## src/rtl/casc_cnt_pkg.sv

```systemverilog
package casc_cnt_pkg;

    // Operation chosen for the next clock edge, highest priority last
    typedef enum logic [1:0] {
        OP_HOLD  = 2'd0,
        OP_COUNT = 2'd1,
        OP_LOAD  = 2'd2,
        OP_CLEAR = 2'd3
    } cnt_op_e;

    // Control inputs of one stage as a group
    typedef struct packed {
        logic clr_n;
        logic load_n;
        logic cnt_en;
        logic chain_en;
    } cnt_ctl_t;

    // Last state before wrap: 9 for decade, all ones for binary
    function automatic int last_state(bit decade, int width);
        return decade ? 9 : (1 << width) - 1;
    endfunction

endpackage

```

## src/rtl/casc_cnt_decode.sv

```systemverilog
module casc_cnt_decode
    import casc_cnt_pkg::*;
(
    input  cnt_ctl_t ctl,
    output cnt_op_e  op
);

    // Priority: clear, then load, then count (both enables), else hold
    always_comb begin
        if (!ctl.clr_n)
            op = OP_CLEAR;
        else if (!ctl.load_n)
            op = OP_LOAD;
        else if (ctl.cnt_en && ctl.chain_en)
            op = OP_COUNT;
        else
            op = OP_HOLD;
    end

endmodule

```

## src/rtl/casc_cnt_step.sv

```systemverilog
module casc_cnt_step
    import casc_cnt_pkg::*;
#(
    parameter int WIDTH  = 4,
    parameter bit DECADE = 1'b1
) (
    input  logic [WIDTH-1:0] q,
    input  logic [WIDTH-1:0] preset,
    input  cnt_op_e          op,
    output logic [WIDTH-1:0] nxt
);

    localparam logic [WIDTH-1:0] TERM = WIDTH'(last_state(DECADE, WIDTH));

    // Any state at or past the last one steps to zero
    always_comb begin
        unique case (op)
            OP_CLEAR: nxt = '0;
            OP_LOAD:  nxt = preset;
            OP_COUNT: nxt = (q >= TERM) ? '0 : q + 1'b1;
            default:  nxt = q;
        endcase
    end

endmodule

```

## src/rtl/casc_cnt_carry.sv

```systemverilog
module casc_cnt_carry
    import casc_cnt_pkg::*;
#(
    parameter int WIDTH  = 4,
    parameter bit DECADE = 1'b1
) (
    input  logic [WIDTH-1:0] q,
    input  logic             chain_en,
    output logic             carry_out
);

    localparam logic [WIDTH-1:0] TERM = WIDTH'(last_state(DECADE, WIDTH));

    // Look-ahead carry: no register, so the next stage sees it this cycle
    assign carry_out = chain_en && (q == TERM);

endmodule

```

## src/rtl/casc_counter.sv

```systemverilog
module casc_counter
    import casc_cnt_pkg::*;
#(
    parameter int WIDTH     = 4,
    parameter bit DECADE    = 1'b1,
    parameter bit ASYNC_CLR = 1'b0
) (
    input  logic             clk,
    input  logic             rst,
    input  logic             clr_n,
    input  logic             load_n,
    input  logic [WIDTH-1:0] preset,
    input  logic             cnt_en,
    input  logic             chain_en,
    output logic [WIDTH-1:0] q,
    output logic             carry_out
);

    localparam logic [WIDTH-1:0] TERM = WIDTH'(last_state(DECADE, WIDTH));

    cnt_ctl_t         ctl;
    cnt_op_e          op;
    logic [WIDTH-1:0] nxt;

    assign ctl = {clr_n, load_n, cnt_en, chain_en};

    casc_cnt_decode u_dec (
        .ctl (ctl),
        .op  (op)
    );

    casc_cnt_step #(.WIDTH(WIDTH), .DECADE(DECADE)) u_step (
        .q      (q),
        .preset (preset),
        .op     (op),
        .nxt    (nxt)
    );

    casc_cnt_carry #(.WIDTH(WIDTH), .DECADE(DECADE)) u_carry (
        .q         (q),
        .chain_en  (chain_en),
        .carry_out (carry_out)
    );

    AST_CARRY_GATED: assert property (@(posedge clk) disable iff (rst)
        !chain_en |-> !carry_out);
    AST_CARRY_AT_LAST: assert property (@(posedge clk) disable iff (rst)
        (chain_en && q == TERM) |-> carry_out);

    generate
        if (ASYNC_CLR) begin : g_async
            // Clear acts at once; release takes effect at the next edge
            always_ff @(posedge clk or negedge clr_n) begin
                if (!clr_n)
                    q <= '0;
                else if (rst)
                    q <= '0;
                else
                    q <= nxt;
            end

            AST_ASYNC_CLR_ZERO: assert property (@(posedge clk) disable iff (rst)
                !clr_n |-> q == '0);
        end else begin : g_sync
            always_ff @(posedge clk) begin
                if (rst)
                    q <= '0;
                else
                    q <= nxt;
            end

            AST_SYNC_CLR_ZERO: assert property (@(posedge clk) disable iff (rst)
                !clr_n |=> q == '0);
            AST_LOAD_PRESET: assert property (@(posedge clk) disable iff (rst)
                (clr_n && !load_n) |=> q == $past(preset));
            AST_COUNT_UP: assert property (@(posedge clk) disable iff (rst)
                (clr_n && load_n && cnt_en && chain_en && q < TERM)
                |=> q == $past(q) + 1'b1);
            AST_HOLD_IDLE: assert property (@(posedge clk) disable iff (rst)
                (clr_n && load_n && !(cnt_en && chain_en)) |=> $stable(q));
            AST_WRAP_ZERO: assert property (@(posedge clk) disable iff (rst)
                (clr_n && load_n && cnt_en && chain_en && q >= TERM)
                |=> q == '0);
        end
    endgenerate

endmodule

```

## config.mk

```make
export PLATFORM = sky130hd
export DESIGN_NAME = casc_counter
export DESIGN_NICKNAME = d
export VERILOG_FILES = /design/src/rtl/casc_cnt_pkg.sv /design/src/rtl/casc_cnt_decode.sv /design/src/rtl/casc_cnt_step.sv /design/src/rtl/casc_cnt_carry.sv /design/src/rtl/casc_counter.sv
export SDC_FILE = /design/constraint.sdc
export NUM_CORES = 1
export LEC_CHECK = 0
export CAP_MARGIN = 10
export CORE_AREA = 2 2 39 41
export DETAILED_ROUTE_END_ITERATION = 8
export DIE_AREA = 0 0 41 43
export PLACE_DENSITY = 0.52
export SYNTH_ARGS = -nofsm -noshare
export SYNTH_HDL_FRONTEND = slang
export SYNTH_SLANG_ARGS = --single-unit
```

## constraint.sdc

```tcl
create_clock -name clk -period 1.2 [get_ports clk]
set_input_delay 0.24 -clock clk [delete_from_list [all_inputs] [get_ports clk]]
set_output_delay 0.24 -clock clk [all_outputs]
set_load 0.05 [all_outputs]
```

* Word-level counts from Yosys, hierarchy flattened
Cells that the tools add are included.
Cells by class: equal/unequal tests 4, add/subtract/negate cells 1, reductions and logical operators 3, muxes and demuxes 5, order comparisons 1
Operators by type and width (number):
- $pmux W4 S3 | 1
- $add A4 B1 Y4 const B | 1
- $eq A2 B2 Y1 const B | 2
- $eq A4 B4 Y1 const B | 1
- $ge A4 B4 Y1 const B | 1
- $mux W2 | 2
- $mux W4 | 1
- $reduce_bool A3 Y1 | 1
- $eq A2 B1 Y1 const B | 1
- $logic_and A1 B1 Y1 | 2
- $mux W1 | 1
Storage, ports and cells: output and inout bits 5, input port bits 10, flip-flop bits (word level) 4, logic and storage cells 15

* Depth between registers and ports, before layout
Gate-level depths: netlist (run 1).
word-level depth 6, mapped depth 5, depth with buffers taken out 5

* Cells and area by module
Synthesis (run 1) repeated with hierarchy kept, for this count alone.
Second synthesis, totals: cells, all modules 36, area, all modules 320.3 um^2
Modules (own cells, without submodules):
- casc_cnt_step | sequential area each 0.0 um^2, instances 1, area an instance 190.2 um^2, cells each 23
- casc_counter | sequential area each 80.1 um^2, instances 1, area an instance 105.1 um^2, cells each 8
- casc_cnt_carry | sequential area each 0.0 um^2, instances 1, area an instance 12.5 um^2, cells each 2
- casc_cnt_decode | sequential area each 0.0 um^2, instances 1, area an instance 12.5 um^2, cells each 3

* Least setup slack after synthesis (run 1)
Ideal clock, no wire load.
kind reg-to-output, from register q[0], to output carry_out, buffers on the path 0, data required time 960 ps, data arrival time 2065 ps, path slack -1105 ps, stages on the path, launching flop included 4, cells stage by stage dfxtp_1 > ha_1 > nand2_1 > nor3_1
Between the ends: longest elaborated chain between the ends 2
RTL lines:
- start, declared | RTL line casc_counter.sv:15 | output logic [WIDTH-1:0] q,
- start signal, assigned | RTL line casc_counter.sv:69 | q <= nxt;
- $eq A4 B4 Y1 | RTL line casc_cnt_carry.sv:15 | assign carry_out = chain_en && (q == TERM);
- $logic_and A1 B1 Y1 | RTL line casc_cnt_carry.sv:15
- end, declared | RTL line casc_counter.sv:16 | output logic carry_out
No other way between the ends.

* Worst setup path after layout (run 1)
from register q[1], to output carry_out
The elaborated chain is that of the path after synthesis.

==> results.py, run 1 <==
metrics = {
    "timing": {
        "rsz0062_at_grt": "true",
        "hold_slack_ns": 0.5945,
        "setup_viol": 6,
        "drv_slew": 0,
        "finalSetupTns_ns": -0.7276,
        "hold_viol_final": 0,
        "max_freq_mhz": 713.4,
        "fin_skew_ns": 0.01224,
        "tightestPinTransition_ns": 0.2203,
        "min_period_ns": 1.402,
        "finalCritPeriodShare_pct": 116.8,
        "layout_setup_ws_ns": -0.2017,
        "max-slew-margin-rel_pct": 85.25,
    },
    "cells_and_area": {
        "largest_reg_flops": 4,
        "fin_nets": 78,
        "diodes": 0,
        "fill_cells": 131,
        "reg_top3": "q (4)",
        "design_area_um2": 706.9,
        "area_growth_pct": 134.4,
        "top_register": "q",
        "drive_above_1_share_pct": 54.69,
    },
    "clock_network": {
        "clockBufferDepth": 2,
        "clock_latency_ns": 0.24,
        "cts_tree": "built",
        "clkTransAtPathRegs_ns": 0.05,
        "postCtsHoldBufs": 0,
        "cts.htree.levels": 1,
        "cts_num_sinks": 4,
        "cts_root_buffer": "clkbuf_4",
        "numCtsBuffers": 3,
    },
    "pwr": {
        "p_leak_uw": 0.0002770,
        "switching_share_pct": 31.68,
        "p_comb_share_pct": 40.2,
        "switchingPower_uw": 183.7,
        "pwr-share-seq_pct": 27.4,
        "p_int_uw": 396.2,
        "ir_drop_uv": 413.7,
        "p_clk_share_pct": 32.4,
        "power_density_nw_per_um2": 820.4,
    },
    "global_route": {
        "grt_pass1_vias": 403,
        "grt_antenna_before_repair": 0,
        "overflow": 0,
        "grt_pass1_wl_mm": 1.794,
        "track_usage_pct": 15.76,
        "grt_max_degree": 7,
    },
    "critical_path": {
        "path_cells": "inv_4 -> ha_4 -> nand2_4 -> nor3_4 -> buf_12",
        "crit_type": "reg2out",
        "start_kind": "flip-flop",
        "cp_max_fo": 3,
        "cp.arrival_ns": 1.16,
        "slowest_delay_ns": 0.35,
        "required_ns": 0.96,
        "cp_slowest_cell": "dfxtp_4",
        "setup.worst_path.end_class": "output port",
        "r2r_cells": 6,
    },
    "route": {
        "vias": 397,
        "wl_mm": 1.062,
        "drc": 0,
        "initialDrtViolationCount": 3,
        "ant_nets": 0,
        "post_drt_wl_per_cell_um": 13.28,
        "vias_per_cell": 4.963,
        "firstDrtPassIters": 4,
    },
    "worst_hold_path": {
        "hp-class": "reg2reg",
        "holdPathStages": 2,
    },
    "floorplanning": {
        "dieArea_um2": 1763,
        "core_um2": 1384,
        "die_w_um": 41,
        "initial_utilization_pct": 21.79,
        "rows": 14,
        "die_y_um": 43,
        "io_pins": 15,
    },
    "synthesis": {
        "seq_area_frac_synth_pct": 26.56,
        "synth_top_area_share_pct": 26.56,
        "synth_edf_count": 0,
        "synth_area_leaders": "dfxtp_1, o211ai_1, ha_1",
        "synthArstFlopShare_pct": 0,
        "synth_common_cells": "o211ai_1, inv_1, a221oi_1, dfxtp_1, ha_1",
        "synth.distinct_cells": 17,
        "yosys.cell_count.top_type": "o211ai_1",
        "ys_seq_elements": 4,
        "avgSynthCellArea_um2": 8.615,
        "ys_warn_count": 0,
        "synth_top_cell_by_area": "dfxtp_1",
        "synthesis.nets": 48,
        "ys.flop_type": "dfxtp_1",
        "syn-cell-area_um2": 301.5,
        "synth_cells": 35,
    },
    "place": {
        "dp_hpwl_um": 744.9,
        "place_congestion": 0.7552,
        "place_area_um2": 610.6,
        "io_buffers": 14,
    },
    "status": {
        "status": "finished, violations left",
        "violations": "negative setup slack",
    },
    "job": {
        "drv_cap": 0,
    },
}
-- cells in the final DEF (no fill, tap or decap), types with 2 or more instances in the layout --
| master | n |
|---|---|
| dfxtp_4 | 2 |
| o211ai_1 | 6 |
| a221oi_2 | 2 |
| a221oi_1 | 2 |
| dfxtp_2 | 2 |
| buf_4 | 10 |
| buf_12 | 5 |
| inv_2 | 2 |
| ha_4 | 2 |
| buf_6 | 2 |
| clkdlybuf4s50_1 | 8 |
| clkbuf_4 | 3 |
| inv_1 | 3 |
-- per-stage QoR --
step | util (%) | setup WS, ns | total power (µW) | std cells
after floorplan | - | -0.1677 | 244.0 | 35
after global placement | 44.12 | -0.2933 | 357.4 | 72
after detailed placement | 44.12 | -0.3045 | 357.7 | 72
after CTS | 49.19 | -0.2122 | 573.2 | 79
after global routing | 51.09 | -0.2452 | 614.0 | 80
final | 51.09 | -0.2017 | 580.0 | 80
-- critical path: cells and delay by family (launching register included) --
family,cells,cell delay [ns]
flops,1,0.35
simple gates,2,0.19
buf+inv,2,0.22
fa+ha+maj,1,0.16
-- final timing paths --
| kind | from | end | slack (ns) |
|---|---|---|---|
| worst max-delay path | q[1]$_SDFFE_PP0P_ | carry_out | -0.20 |
| worst min-delay path | q[2]$_SDFFE_PP0P_ | q[2]$_SDFFE_PP0P_ | 0.59 |
| worst max register to register | q[1]$_SDFFE_PP0P_ | q[2]$_SDFFE_PP0P_ | -0.14 |
| worst min register to register | q[2]$_SDFFE_PP0P_ | q[2]$_SDFFE_PP0P_ | 0.59 |
-- per-layer routing --
metal / share of wire (%) / track usage, %
met1: 35 / 16.40
met2: 59 / 25.62
met3: 3.1 / 4.712
met4: 2.4 / 10.00
met5: 0 / 0
-- logic make-up (layout without fill, tap and decap cells) --
logic type | after synthesis | after routing | share of synthesized area (%)
and+or+nand+nor | 7 | 7 | 14.94
adders and majority gates | 3 | 3 | 12.45
AOI/OAI and AO/OA | 13 | 13 | 34.02
DFF | 4 | 4 | 26.56
buffers and inverters | 7 | 36 | 9.127
xor gates and xnor gates | 1 | 1 | 2.905
-- power groups by stage --
| stage | clock network, µW | logic (µW) | registers (µW) |
|---|---|---|---|
| final | 188 | 233 | 159 |
| after global routing | 204 | 250 | 160 |
| after CTS | 191 | 223 | 159 |
| after detailed placement | 0 | 198 | 160 |
| after global placement | 0 | 198 | 160 |
| after floorplan | 0 | 57.9 | 186 |
-- cell type report --
class,count,area [µm²],area share (%)
sequential,4,90.09,12.74
inverter,6,25.02,3.540
timing repair buffer,26,286.5,40.53
clock buffer,4,26.28,3.717
multi-input combinational,24,259.0,36.64
tap,16,20.02,2.832
-- repair_timing --
| item | CTS | global route |
|---|---|---|
| endpoints found under the setup margin | 4 | 6 |
| pin swaps | 5 | 2 |
| buffers inserted | 3 | 1 |
| gates resized for setup | 6 | 4 |
Note: power is estimated with default switching activity, not from simulation.
==> run 2, diff against run 1 <==
- HOLD_SLACK_MARGIN: default -> 0.1
==> results of run 2 <==
Final layout, timing and power as in run 1 (identical DEF).
